**src/rtl/wvb_pkg.sv**
```systemverilog
`timescale 1ns/1ps
package wvb_pkg;
  localparam int SIG_W = 6;
  localparam int IDX_W = 3;
  localparam int DEPTH = 1 << IDX_W;

  typedef struct packed {
    logic             last;
    logic             addr_inc;
    logic             fifo_adv;
    logic [IDX_W-1:0] nxt;
    logic [SIG_W-1:0] match;
    logic [SIG_W-1:0] mask;
    logic [SIG_W-1:0] ctl;
  } desc_t;

  localparam int DESC_W = $bits(desc_t);

  typedef enum logic {ST_IDLE, ST_RUN} seq_state_t;
endpackage

```
**src/rtl/wvb_desc_table.sv**
```systemverilog
`timescale 1ns/1ps
module wvb_desc_table
  import wvb_pkg::*;
(
  input  logic             clk,
  input  logic             rst_n,
  input  logic             we,
  input  logic [IDX_W-1:0] widx,
  input  desc_t            wdata,
  input  logic [IDX_W-1:0] ridx_a,
  input  logic [IDX_W-1:0] ridx_b,
  output desc_t            rdata_a,
  output desc_t            rdata_b
);
  logic [DEPTH-1:0][DESC_W-1:0] ent_flat;

  // one register per entry, each with its own write enable
  for (genvar g = 0; g < DEPTH; g++) begin : g_ent
    desc_t ent_q;
    logic  ent_en;
    assign ent_en = we && (widx == IDX_W'(g));
    always_ff @(posedge clk or negedge rst_n) begin
      if (!rst_n)      ent_q <= '0;
      else if (ent_en) ent_q <= wdata;
    end
    assign ent_flat[g] = ent_q;
  end

  assign rdata_a = desc_t'(ent_flat[ridx_a]);
  assign rdata_b = desc_t'(ent_flat[ridx_b]);
endmodule

```
**src/rtl/wvb_xfer_count.sv**
```systemverilog
`timescale 1ns/1ps
module wvb_xfer_count #(
  parameter  int CNT_W = 32,
  localparam int NBYTE = CNT_W / 8,
  localparam int SEL_W = $clog2(NBYTE)
) (
  input  logic             clk,
  input  logic             rst_n,
  input  logic             byte_we,
  input  logic [SEL_W-1:0] byte_sel,
  input  logic [7:0]       byte_data,
  input  logic             load,
  input  logic             dec,
  output logic [CNT_W-1:0] remaining,
  output logic             prog_zero,
  output logic             last_one
);
  logic [CNT_W-1:0] prog;
  logic [CNT_W-1:0] rem_q, rem_d;
  logic             rem_en;

  for (genvar b = 0; b < NBYTE; b++) begin : g_byte
    logic [7:0] byte_q;
    logic       byte_en;
    assign byte_en = byte_we && (byte_sel == SEL_W'(b));
    always_ff @(posedge clk or negedge rst_n) begin
      if (!rst_n)       byte_q <= '0;
      else if (byte_en) byte_q <= byte_data;
    end
    assign prog[8*b +: 8] = byte_q;
  end

  always_comb begin
    rem_en = load || dec;
    rem_d  = load ? prog : (rem_q - CNT_W'(1));
  end

  always_ff @(posedge clk or negedge rst_n) begin
    if (!rst_n)      rem_q <= '0;
    else if (rem_en) rem_q <= rem_d;
  end

  assign remaining = rem_q;
  assign prog_zero = (prog == '0);
  assign last_one  = (rem_q == CNT_W'(1));
endmodule

```
**src/rtl/wvb_seq.sv**
```systemverilog
`timescale 1ns/1ps
module wvb_seq
  import wvb_pkg::*;
#(
  parameter int ADDR_W = 9
) (
  input  logic              clk,
  input  logic              rst_n,
  input  logic              start,
  input  logic              dir_write,
  input  logic              wide,
  input  logic              prog_zero,
  input  logic              last_txn,
  input  logic [ADDR_W-1:0] addr_base,
  input  logic [SIG_W-1:0]  rdy_in,
  input  logic              fifo_empty,
  input  logic              fifo_full,
  input  desc_t             cur_desc,
  input  logic [SIG_W-1:0]  nxt_ctl,
  output logic [IDX_W-1:0]  cur_idx,
  output logic [IDX_W-1:0]  nxt_idx,
  output logic              busy,
  output logic              launch,
  output logic              step,
  output logic              wave_end,
  output logic [SIG_W-1:0]  ctl_out,
  output logic [ADDR_W-1:0] addr_out,
  output logic              done,
  output logic              wave_evt
);
  seq_state_t        state_q, state_d;
  logic [IDX_W-1:0]  idx_q, idx_d;
  logic              idx_en;
  logic [SIG_W-1:0]  ctl_q, ctl_d;
  logic              ctl_en;
  logic [ADDR_W-1:0] addr_q, addr_d;
  logic              addr_en;
  logic              done_q, evt_q;
  logic              ready_ok, fifo_block, finish, zero_run;

  always_comb begin
    ready_ok   = (((rdy_in ^ cur_desc.match) & cur_desc.mask) == '0);
    fifo_block = cur_desc.fifo_adv && (dir_write ? fifo_empty : fifo_full);
    step       = (state_q == ST_RUN) && ready_ok && !fifo_block;
    wave_end   = step && cur_desc.last;
    finish     = wave_end && last_txn;
    launch     = (state_q == ST_IDLE) && start && !prog_zero;
    zero_run   = (state_q == ST_IDLE) && start && prog_zero;

    state_d = state_q;
    if (launch)      state_d = ST_RUN;
    else if (finish) state_d = ST_IDLE;

    idx_en = launch || step;
    if (launch)             idx_d = '0;
    else if (cur_desc.last) idx_d = '0;
    else                    idx_d = cur_desc.nxt;

    ctl_en = launch || step;
    ctl_d  = finish ? '0 : nxt_ctl;

    addr_en = launch || (step && cur_desc.addr_inc);
    addr_d  = launch ? addr_base
                     : addr_q + (wide ? ADDR_W'(2) : ADDR_W'(1));
  end

  always_ff @(posedge clk or negedge rst_n) begin
    if (!rst_n) state_q <= ST_IDLE;
    else        state_q <= state_d;
  end

  always_ff @(posedge clk or negedge rst_n) begin
    if (!rst_n)      idx_q <= '0;
    else if (idx_en) idx_q <= idx_d;
  end

  always_ff @(posedge clk or negedge rst_n) begin
    if (!rst_n)      ctl_q <= '0;
    else if (ctl_en) ctl_q <= ctl_d;
  end

  always_ff @(posedge clk or negedge rst_n) begin
    if (!rst_n)       addr_q <= '0;
    else if (addr_en) addr_q <= addr_d;
  end

  always_ff @(posedge clk or negedge rst_n) begin
    if (!rst_n) begin
      done_q <= 1'b0;
      evt_q  <= 1'b0;
    end else begin
      done_q <= finish || zero_run;
      evt_q  <= wave_end;
    end
  end

  assign cur_idx  = idx_q;
  assign nxt_idx  = launch ? '0 : idx_d;
  assign busy     = (state_q == ST_RUN);
  assign ctl_out  = ctl_q;
  assign addr_out = addr_q;
  assign done     = done_q;
  assign wave_evt = evt_q;
endmodule

```
**src/rtl/wavebus_master.sv**
```systemverilog
`timescale 1ns/1ps
module wavebus_master
  import wvb_pkg::*;
#(
  parameter  int ADDR_W = 9,
  parameter  int DATA_W = 16,
  parameter  int CNT_W  = 32,
  localparam int HALF_W = DATA_W / 2,
  localparam int SEL_W  = $clog2(CNT_W / 8)
) (
  input  logic              clk,
  input  logic              rst_n,
  input  logic              dsc_we,
  input  logic [IDX_W-1:0]  dsc_idx,
  input  logic [DESC_W-1:0] dsc_wdata,
  input  logic              cnt_we,
  input  logic [SEL_W-1:0]  cnt_sel,
  input  logic [7:0]        cnt_wdata,
  input  logic              start,
  input  logic              dir_write,
  input  logic              wide,
  input  logic [ADDR_W-1:0] addr_base,
  input  logic [SIG_W-1:0]  rdy_in,
  output logic [SIG_W-1:0]  ctl_out,
  output logic [ADDR_W-1:0] addr_out,
  input  logic [DATA_W-1:0] bus_din,
  output logic [DATA_W-1:0] bus_dout,
  output logic              bus_oe,
  output logic              fifo_rd,
  input  logic [DATA_W-1:0] fifo_rd_data,
  input  logic              fifo_empty,
  output logic              fifo_wr,
  output logic [DATA_W-1:0] fifo_wr_data,
  input  logic              fifo_full,
  output logic              busy,
  output logic              done,
  output logic              wave_evt,
  output logic [CNT_W-1:0]  remaining
);
  desc_t             cur_desc, nxt_desc;
  logic [IDX_W-1:0]  cur_idx, nxt_idx;
  logic              launch, step, wave_end;
  logic              prog_zero, last_one;
  logic              xfer;
  logic [DATA_W-1:0] dout_q, dout_d;
  logic              dout_en;

  wvb_desc_table u_table (
    .clk     (clk),
    .rst_n   (rst_n),
    .we      (dsc_we),
    .widx    (dsc_idx),
    .wdata   (desc_t'(dsc_wdata)),
    .ridx_a  (cur_idx),
    .ridx_b  (nxt_idx),
    .rdata_a (cur_desc),
    .rdata_b (nxt_desc)
  );

  wvb_xfer_count #(.CNT_W(CNT_W)) u_count (
    .clk       (clk),
    .rst_n     (rst_n),
    .byte_we   (cnt_we),
    .byte_sel  (cnt_sel),
    .byte_data (cnt_wdata),
    .load      (launch),
    .dec       (wave_end),
    .remaining (remaining),
    .prog_zero (prog_zero),
    .last_one  (last_one)
  );

  wvb_seq #(.ADDR_W(ADDR_W)) u_seq (
    .clk        (clk),
    .rst_n      (rst_n),
    .start      (start),
    .dir_write  (dir_write),
    .wide       (wide),
    .prog_zero  (prog_zero),
    .last_txn   (last_one),
    .addr_base  (addr_base),
    .rdy_in     (rdy_in),
    .fifo_empty (fifo_empty),
    .fifo_full  (fifo_full),
    .cur_desc   (cur_desc),
    .nxt_ctl    (nxt_desc.ctl),
    .cur_idx    (cur_idx),
    .nxt_idx    (nxt_idx),
    .busy       (busy),
    .launch     (launch),
    .step       (step),
    .wave_end   (wave_end),
    .ctl_out    (ctl_out),
    .addr_out   (addr_out),
    .done       (done),
    .wave_evt   (wave_evt)
  );

  // data path: one word moves when a FIFO-advance descriptor is left
  always_comb begin
    xfer    = step && cur_desc.fifo_adv;
    dout_en = xfer && dir_write;
    dout_d  = wide ? fifo_rd_data : {{HALF_W{1'b0}}, fifo_rd_data[HALF_W-1:0]};
  end

  always_ff @(posedge clk or negedge rst_n) begin
    if (!rst_n)       dout_q <= '0;
    else if (dout_en) dout_q <= dout_d;
  end

  assign bus_dout     = dout_q;
  assign bus_oe       = busy && dir_write;
  assign fifo_rd      = xfer && dir_write;
  assign fifo_wr      = xfer && !dir_write;
  assign fifo_wr_data = wide ? bus_din : {{HALF_W{1'b0}}, bus_din[HALF_W-1:0]};
endmodule

```
**config.mk**
```make
export PLATFORM = sky130hd
export DESIGN_NAME = wavebus_master
export DESIGN_NICKNAME = d
export VERILOG_FILES = /design/src/rtl/wvb_pkg.sv /design/src/rtl/wvb_desc_table.sv /design/src/rtl/wvb_xfer_count.sv /design/src/rtl/wvb_seq.sv /design/src/rtl/wavebus_master.sv
export SDC_FILE = /design/constraint.sdc
export NUM_CORES = 1
export LEC_CHECK = 0
export ABC_AREA = 1
export BUFFER_PORTS_ARGS = -buffer_cell sky130_fd_sc_hd__buf_2
export CORE_MARGIN = 5
export CORE_UTILIZATION = 50
export DETAILED_ROUTE_END_ITERATION = 10
export PLACE_DENSITY_LB_ADDON = 0.12
export SLEW_MARGIN = 10
export SYNTH_ARGS = -nofsm -noshare
export SYNTH_HDL_FRONTEND = slang
export SYNTH_HIERARCHICAL = 1
export SYNTH_SLANG_ARGS = --single-unit
```
**constraint.sdc**
```tcl
create_clock -name clk -period 5.8 [get_ports clk]
set_input_delay 1.45 -clock clk [delete_from_list [all_inputs] [get_ports clk]]
set_output_delay 1.45 -clock clk [all_outputs]
set_load 0.1 [all_outputs]
```
### After elaboration in Yosys (flattened, before gate mapping)

Cells that the tools add are included.

* register bits after elaboration: 293
* output and inout port bits: 85

* $add $sub $neg: 2
* order comparisons: 2
* eq/ne operators: 11
* mux-type cells: 16
* bitwise gates (word level): 3
* reduce and logical (&&, ||, !) cells: 37

Operators by type and width (number)
* $bmux W24 S3: 2
* $eq A32 B1 Y1 const B: 1
* $logic_not A32 Y1: 1
* $mux W16: 2
* $mux W32: 1
* $sub A32 B1 Y32 const B: 1
* $logic_and A1 B1 Y1: 25
* $mux W24: 1
* $eq A3 B3 Y1 const B: 4
* $mux W6: 2
* $add A9 B9 Y9: 1
* $mux W3: 3
* $mux W9: 1
* $lt A3 B4 Y1 const B: 2
* $and A6 B6 Y6: 1
* $eq A3 B2 Y1 const B: 2
* $logic_not A6 Y1: 1
* $xor A6 B6 Y6: 1
* $eq A2 B2 Y1 const B: 2
* $logic_or A1 B1 Y1: 4
* $eq A3 B1 Y1 const B: 1
* $logic_not A1 Y1: 3
* $logic_not A3 Y1: 1
* $mux W1: 3
* other kinds (5): 5

### Depth between registers and ports, before layout

Gate-level depths: netlist of the first run.

* depth in word-level cells: 11
* depth in mapped cells: 25
* mapped depth without buffers: 19

### Cells and area by module

Netlist of the first run, hierarchy kept.

Modules (own cells, without submodules)
* wvb_desc_table: instances 1, cells an instance 1743, area each 11454.7 um^2, seq. area each 4804.6 um^2
* wvb_xfer_count: instances 1, cells an instance 458, area each 3522.1 um^2, seq. area each 1601.5 um^2
* wvb_seq: instances 1, cells an instance 217, area each 1466.4 um^2, seq. area each 525.5 um^2
* wavebus_master: instances 1, cells an instance 115, area each 827.0 um^2, seq. area each 400.4 um^2

### Least setup slack after synthesis of the first run

OpenSTA, ideal clock, no wires.

* path type: input to output
* start: in rdy_in[2]
* end: out fifo_wr
* arrival time: 3.355 ns
* required time: 4.350 ns
* setup slack: 0.995 ns
* cell stages on the path: 9
* path buffers: 0
* path through: inv_1 nand2_1 nand3_1 nand2_1 nor2_2 nand2_4 inv_1 nand2_1 nor2_1

* word-level cells in the longest chain between the ends: 7

Ends and longest elaborated chain
* start, declared: line wavebus_master.sv:23 `input logic [SIG_W-1:0] rdy_in,`
* $xor A6 B6 Y6: line wvb_seq.sv:42 `ready_ok = (((rdy_in ^ cur_desc.match) & cur_desc.mask) == '0);`
* $and A6 B6 Y6: line wvb_seq.sv:42
* $logic_not A6 Y1: line wvb_seq.sv:42
* $logic_and A1 B1 Y1 (2 in series): line wvb_seq.sv:44 `step = (state_q == ST_RUN) && ready_ok && !fifo_block;`
* net step: line wavebus_master.sv:42 `logic launch, step, wave_end;`
* $logic_and A1 B1 Y1: line wavebus_master.sv:101 `xfer = step && cur_desc.fifo_adv;`
* $logic_and A1 B1 Y1: line wavebus_master.sv:114 `assign fifo_wr = xfer && !dir_write;`
* end, declared: line wavebus_master.sv:32 `output logic fifo_wr,`

The timed path passes the listed nets, and every way through them passes these cells.

==> metrics.sh, run 1 <==
CLKTRANSATPATHREGS_NS=0.06
REMAINING_DRC_ERRORS=0
PRE_CTS_SLACK_NS=1.12
CTS_ROOT_BUFFER='clkbuf_16'
AREA_DELTA_SYNTH_FINAL_PCT=11.0
RUN_STATUS='finished clean'
ROUTED_WL_MM=40.3
CTS_HOLD_BUFFERS=0
IO_BUFFERS=161
GRT_MAX_DEGREE=107
VIAS_PER_CELL=5.09
WORSTHOLDPATHTYPE='register to register'
DIEHEIGHT_UM=186
TIMING.CRITICAL_PATH.ARRIVAL_NS=3.70
POWER_PER_CELL_AREA_mW_PER_MM2=538
SYN_NETS=2209
ROUTE.VIAS.TOTAL=13296
CRITICAL_PATH_CLASS='register to primary output'
MIN_PERIOD_OVER_PERIOD_PCT=88.8
RSZ0062_AT_GRT='no'
TIMING_WORST_SLEW_PIN_VALUE_NS=1.25
SETUP_TOTAL_NEGATIVE_SLACK_NS=0
WORST_EP_REQUIRED_TIME_NS=4.35
FLOORPLAN.INITIALDENSITY_PCT=50.7
PLACEMENT.CELL_AREA_MM2=0.0162
CRITPATHMAXFANOUT=41
POWER.IR.VDD_WORST_V=0.000400
MOSTFREQUENTLAYOUTCELL='nand2_1'
DIEAREA_MM2=0.0347
GRT_ANTENNA_BEFORE_REPAIR=1
CTS_HTREE_LEVELS=2
END_OF_FLOW_CORE_UTILIZATION_PCT=56.3
POSTCTSRESIZEDCELLS=0
GRT_PASS1_VIAS=12991
LAYOUT.CELLS.MOST_COMMON_LIST='nand2_1 (786), inv_1 (310), dfrtp_1 (292)'
ROUTE.DETAILED.WL_PER_INST_UM=15.4
FINAL-MAX-SLEW-VIOLATION-COUNT=0
CORE.ROWCOUNT=64
POST_ROUTE_CLOCK_SKEW_NS=0.0187
CP-START-KIND='register'
FINISH.NET_COUNT=2291
DRV.MAX_CAP_VIOLATION_COUNT=0
GPL.FINAL_WEIGHTED_CONGESTION=0.940
FINAL.FILL_COUNT=2959
SYNTH.CELL_AREA_MM2=0.0155
CORE_MM2=0.0307
MULTI_INPUT_AREA_MM2=0.00621
DETAILEDROUTE.FIRSTITERATIONVIOLATIONS=1086
TRITONCTS.NUM_BUFFERS=34
SYN-INSTANCE-COUNT=2111
POST-ROUTE-WORST-SETUP-SLACK_NS=0.647
FP.DIEW_UM=186
REGAREA_MM2=0.00733
CTS_MAX_PATH_BUFFERS=3
SYNTH.YOSYS.WARNINGS=6
DRT_FIRST_PASS_ITERS=6
FRACTION_OF_FINAL_LAYOUT_CELLS_WITH_DRIVE_STRENGTH_GREATER_THAN_1_PCT=13.2
PERIOD_MINUS_SLACK_NS=5.15
GLOBAL_ROUTE.USAGE.TOTAL_PCT=22.9
WORST_SKEW_PAIR.LATE_LATENCY_NS=0.51
IO_PINS=178
P_LEAK_nW=9.48
GRT_PASS1_WL_MM=67.4
TOTAL_GRT_OVERFLOW=0
CLOCK_SINKS=293
POSTCTSSETUPBUFFERS=0
CTS_TREE='done'
ROUTE.ANTENNA.REMAINING_NETS=0
HOLD_VIOL_FINAL=0
FMAX_MHz=194
SETUP-VIOLATIONS-FINAL=0
TIMING.CRITICAL_PATH.TO_TYPE='primary output'
POST_ROUTE_CELL_AREA_MM2=0.0173
SLEW-LIMIT-HEADROOM_PCT=16.3
POSTSYNTHAREAPERCELL_UM2=7.37
DETAILED_PLACE_HPWL_MM=26.2
## layout make-up
class	count	area share [%]
diodes	1	0.0145
clock buffers	50	5.87
clock inverters	7	0.370
inverters	318	6.93
multi-input cells	1372	36.0
flip-flops and latches	293	42.5
well taps	396	2.87
repair buffers	174	5.45
## metrics by stage
step | power [mW] | hold WS [ns] | instances
after global placement | 7.18 | 0.459 | 2553
after detailed placement | 7.24 | 0.460 | 2553
after floorplan | 6.45 | 0.453 | 2111
final | 9.29 | 0.472 | 2611
after CTS | 9.34 | 0.476 | 2610
after global routing | 9.91 | 0.493 | 2611
## where the power goes
part           internal [mW]  total (mW)  switching [mW]
Combinational           1.00        4.28            3.28
Sequential              2.53        2.95           0.419
Clock                   1.25        2.06           0.816
Total                   4.78        9.29            4.51
## worst paths after layout
kind                                   from                     to  slack [ns]  cells after the start
setup / recovery           u_seq/cur_idx[0]                fifo_rd        0.65                     16
hold / removal                 bus_dout[14]           bus_dout[14]        0.47                      2
setup reg to reg           u_seq/cur_idx[0]  u_count/remaining[17]        1.53                     19
hold reg to reg                bus_dout[14]           bus_dout[14]        0.47                      2
max in group asynchronous             rst_n   u_table/ent_flat[38]        3.66                      2
min in group asynchronous             rst_n  u_table/ent_flat[150]        0.92                      1
## flip-flops by register name (all words and copies together), names as in the netlist
signal,flops
u_table/ent_flat,192
u_seq/wave_evt,1
u_count/g_byte.byte_q,32
bus_dout,16
u_seq/done,1
u_count/remaining,32
u_seq/cur_idx,3
u_seq/ctl_out,6
u_seq/busy,1
u_seq/addr_out,9
## worst max-delay path, cell delays in order (launching register included)
cell and delay, ns:
dfrtp_2 0.78, buf_4 0.51, nand2_1 0.11, nand3_1 0.10, nand2_1 0.07, nand2_1 0.05, nand2_1 0.11, inv_1 0.06
nand2_1 0.04, nand3_1 0.06, nand2_1 0.06, nor2_2 0.27, nand2_4 0.17, inv_1 0.10, nand2_1 0.10, nor2_4 0.35
buf_12 0.23
## metal layers
metal  vias up  track usage [%]  part of all wire [%]
met5         -                0                     0
met1      6199             32.0                    46
met3        76             3.31                   5.6
met2       372             37.7                    46
met4         0             6.13                   2.4
li1       6649                -                     -
(Power assumes the default switching activity.)
==> run 2: changes to the inputs <==
- REMOVE_ABC_BUFFERS: not set -> 1
==> metrics.sh, run 2 (synthesis results as in run 1) <==
RUN_STATUS='finished clean'
MOSTFREQUENTLAYOUTCELL='nand2_1'
LAYOUT.CELLS.MOST_COMMON_LIST='nand2_1 (786), inv_1 (310), dfrtp_1 (292)'
MIN_PERIOD_OVER_PERIOD_PCT=86.6
ROUTE.VIAS.TOTAL=13304
WORST_SKEW_PAIR.LATE_LATENCY_NS=0.52
DIEAREA_MM2=0.0347
CTS_MAX_PATH_BUFFERS=3
TIMING.CRITICAL_PATH.ARRIVAL_NS=3.57
END_OF_FLOW_CORE_UTILIZATION_PCT=56.4
GRT_PASS1_WL_MM=66.8
DETAILEDROUTE.FIRSTITERATIONVIOLATIONS=1058
CPPEAKSTAGEDELAY_NS=0.65
GLOBAL_ROUTE.USAGE.TOTAL_PCT=22.7
GRT_PASS1_VIAS=12806
CELL_INTERNAL_PWR_mW=4.81
VIAS_PER_CELL=5.09
FRACTION_OF_FINAL_LAYOUT_CELLS_WITH_DRIVE_STRENGTH_GREATER_THAN_1_PCT=13.3
GPL.FINAL_WEIGHTED_CONGESTION=0.893
POST_ROUTE_CELL_AREA_MM2=0.0173
GRT_ANTENNA_BEFORE_REPAIR=2
SLOWEST_STAGE='buf_4'
POWER_PER_CELL_AREA_mW_PER_MM2=538
HOLD_VIOL_FINAL=0
LARGEST_REGISTER_FFS=192
AREA_DELTA_SYNTH_FINAL_PCT=11.1
P_LEAK_nW=9.50
PLACEDCELLCOUNT=2555
DRV.MAX_CAP_VIOLATION_COUNT=0
CRITPATHMAXFANOUT=73
ROUTE.DETAILED.WL_PER_INST_UM=15.3
ROUTED_WL_MM=40.0
PLACEMENT.CELL_AREA_MM2=0.0162
CTS_ROOT_BUFFER='clkbuf_16'
CTS_HTREE_LEVELS=2
CRITICAL_PATH_CLASS='register to primary output'
TIMING_WORST_SLEW_PIN_VALUE_NS=1.09
POSTCTSSETUPBUFFERS=0
CTS_HOLD_BUFFERS=0
POWER.SHARE.SEQUENTIAL_PCT=31.5
PRE_CTS_SLACK_NS=1.29
HOLDWS_NS=0.471
FINISH.NET_COUNT=2294
FINAL_CELL_COUNT_NO_FILL=2614
DRT_FIRST_PASS_ITERS=5
NETSWITCHINGFRACTION_PCT=48.3
POST-ROUTE-WORST-SETUP-SLACK_NS=0.778
PERIOD_MINUS_SLACK_NS=5.02
FLOORPLAN.INITIALDENSITY_PCT=50.7
CRITICAL-PATH-TOP-CELL-BY-COUNT='nand2_1'
IO_BUFFERS=161
ROUTE.ANTENNA.REMAINING_NETS=0
TOTAL_GRT_OVERFLOW=0
CLOCK_SINKS=293
POSTCTSRESIZEDCELLS=0
POWER.IR.VDD_WORST_V=0.000348
CLOCKPOWERSHARE_PCT=22.7
SETUP_TOTAL_NEGATIVE_SLACK_NS=0
TOTAL_SWITCHING_POWER_mW=4.49
WORSTHOLDPATHTYPE='register to register'
CLKTRANSATPATHREGS_NS=0.06
SLEW-LIMIT-HEADROOM_PCT=27.4
FMAX_MHz=199
SETUP-VIOLATIONS-FINAL=0
CTS_TREE='done'
CORE_MM2=0.0307
FINAL-MAX-SLEW-VIOLATION-COUNT=0
CP-START-KIND='register'
TIMING.CRITICAL_PATH.TO_TYPE='primary output'
FP.DIEW_UM=186
DIEHEIGHT_UM=186
CORE.ROWCOUNT=64
COMB_POWER_SHARE_PCT=45.8
DETAILED_PLACE_HPWL_MM=25.5
RSZ0062_AT_GRT='no'
REPORT.POWER.TOTAL_mW=9.30
IO_PINS=178
TRITONCTS.NUM_BUFFERS=35
GRT_MAX_DEGREE=110
WORSTPATHCELLLIST='buf_4 -> nand2_1 -> nand3_1 -> nand2_1 -> nand2_1 -> nand2_1 -> inv_1 -> nand2_1 -> nand3_1 -> nand2_1 -> nor2_2 -> nand2_4 -> inv_1 -> nand2_1 -> nor2_4 -> buf_12'
WORST_EP_REQUIRED_TIME_NS=4.35
POST_ROUTE_CLOCK_SKEW_NS=0.0294
REMAINING_DRC_ERRORS=0
-- run 2: routing by layer --
metal,routed length (um),global-route usage (%),up-vias
li1,-,-,6668
met1,18500,31.4,6238
met2,18600,37.8,334
met3,2000,3.83,64
met4,892,5.36,0
met5,0,0,-
-- run 2: layout make-up --
cell class	instances	area, um2
fillers	2923	13400
flip-flops and latches	293	7330
multi-input cells	1372	6210
inverters	318	1200
clock buffers	50	1030
repair buffers	176	943
well taps	396	495
clock inverters	7	63.8
diodes	2	5.00
-- run 2: power by group through the flow --
| stage | combinational [mW] | clock (mW) | sequential [mW] |
|---|---|---|---|
| after floorplan | 2.02 | 0 | 4.17 |
| after global placement | 4.21 | 0 | 2.94 |
| after detailed placement | 4.26 | 0 | 2.95 |
| after CTS | 4.27 | 2.16 | 2.93 |
| after global routing | 4.69 | 2.26 | 2.99 |
| final | 4.26 | 2.11 | 2.93 |
-- run 2: worst paths after layout --
check                                             from                    end  slack, ns  cells past startpoint
max in group asynchronous                        rst_n  u_table/ent_flat[162]       3.66                      2
setup / recovery                      u_seq/cur_idx[0]                fifo_rd       0.78                     16
hold reg to reg                            bus_dout[3]            bus_dout[3]       0.47                      2
hold / removal                             bus_dout[3]            bus_dout[3]       0.47                      2
setup reg to reg           u_count/g_byte[0].byte_q[2]  u_count/remaining[17]       1.51                     11
min in group asynchronous                        rst_n  u_table/ent_flat[137]       0.95                      1
-- run 2: worst max-delay path: cells and delay by family (launching register included) --
family | cells | cell delay [ns]
and+or+nand+nor | 12 | 1.55
DFF | 1 | 0.39
buffers and inverters | 4 | 1.07
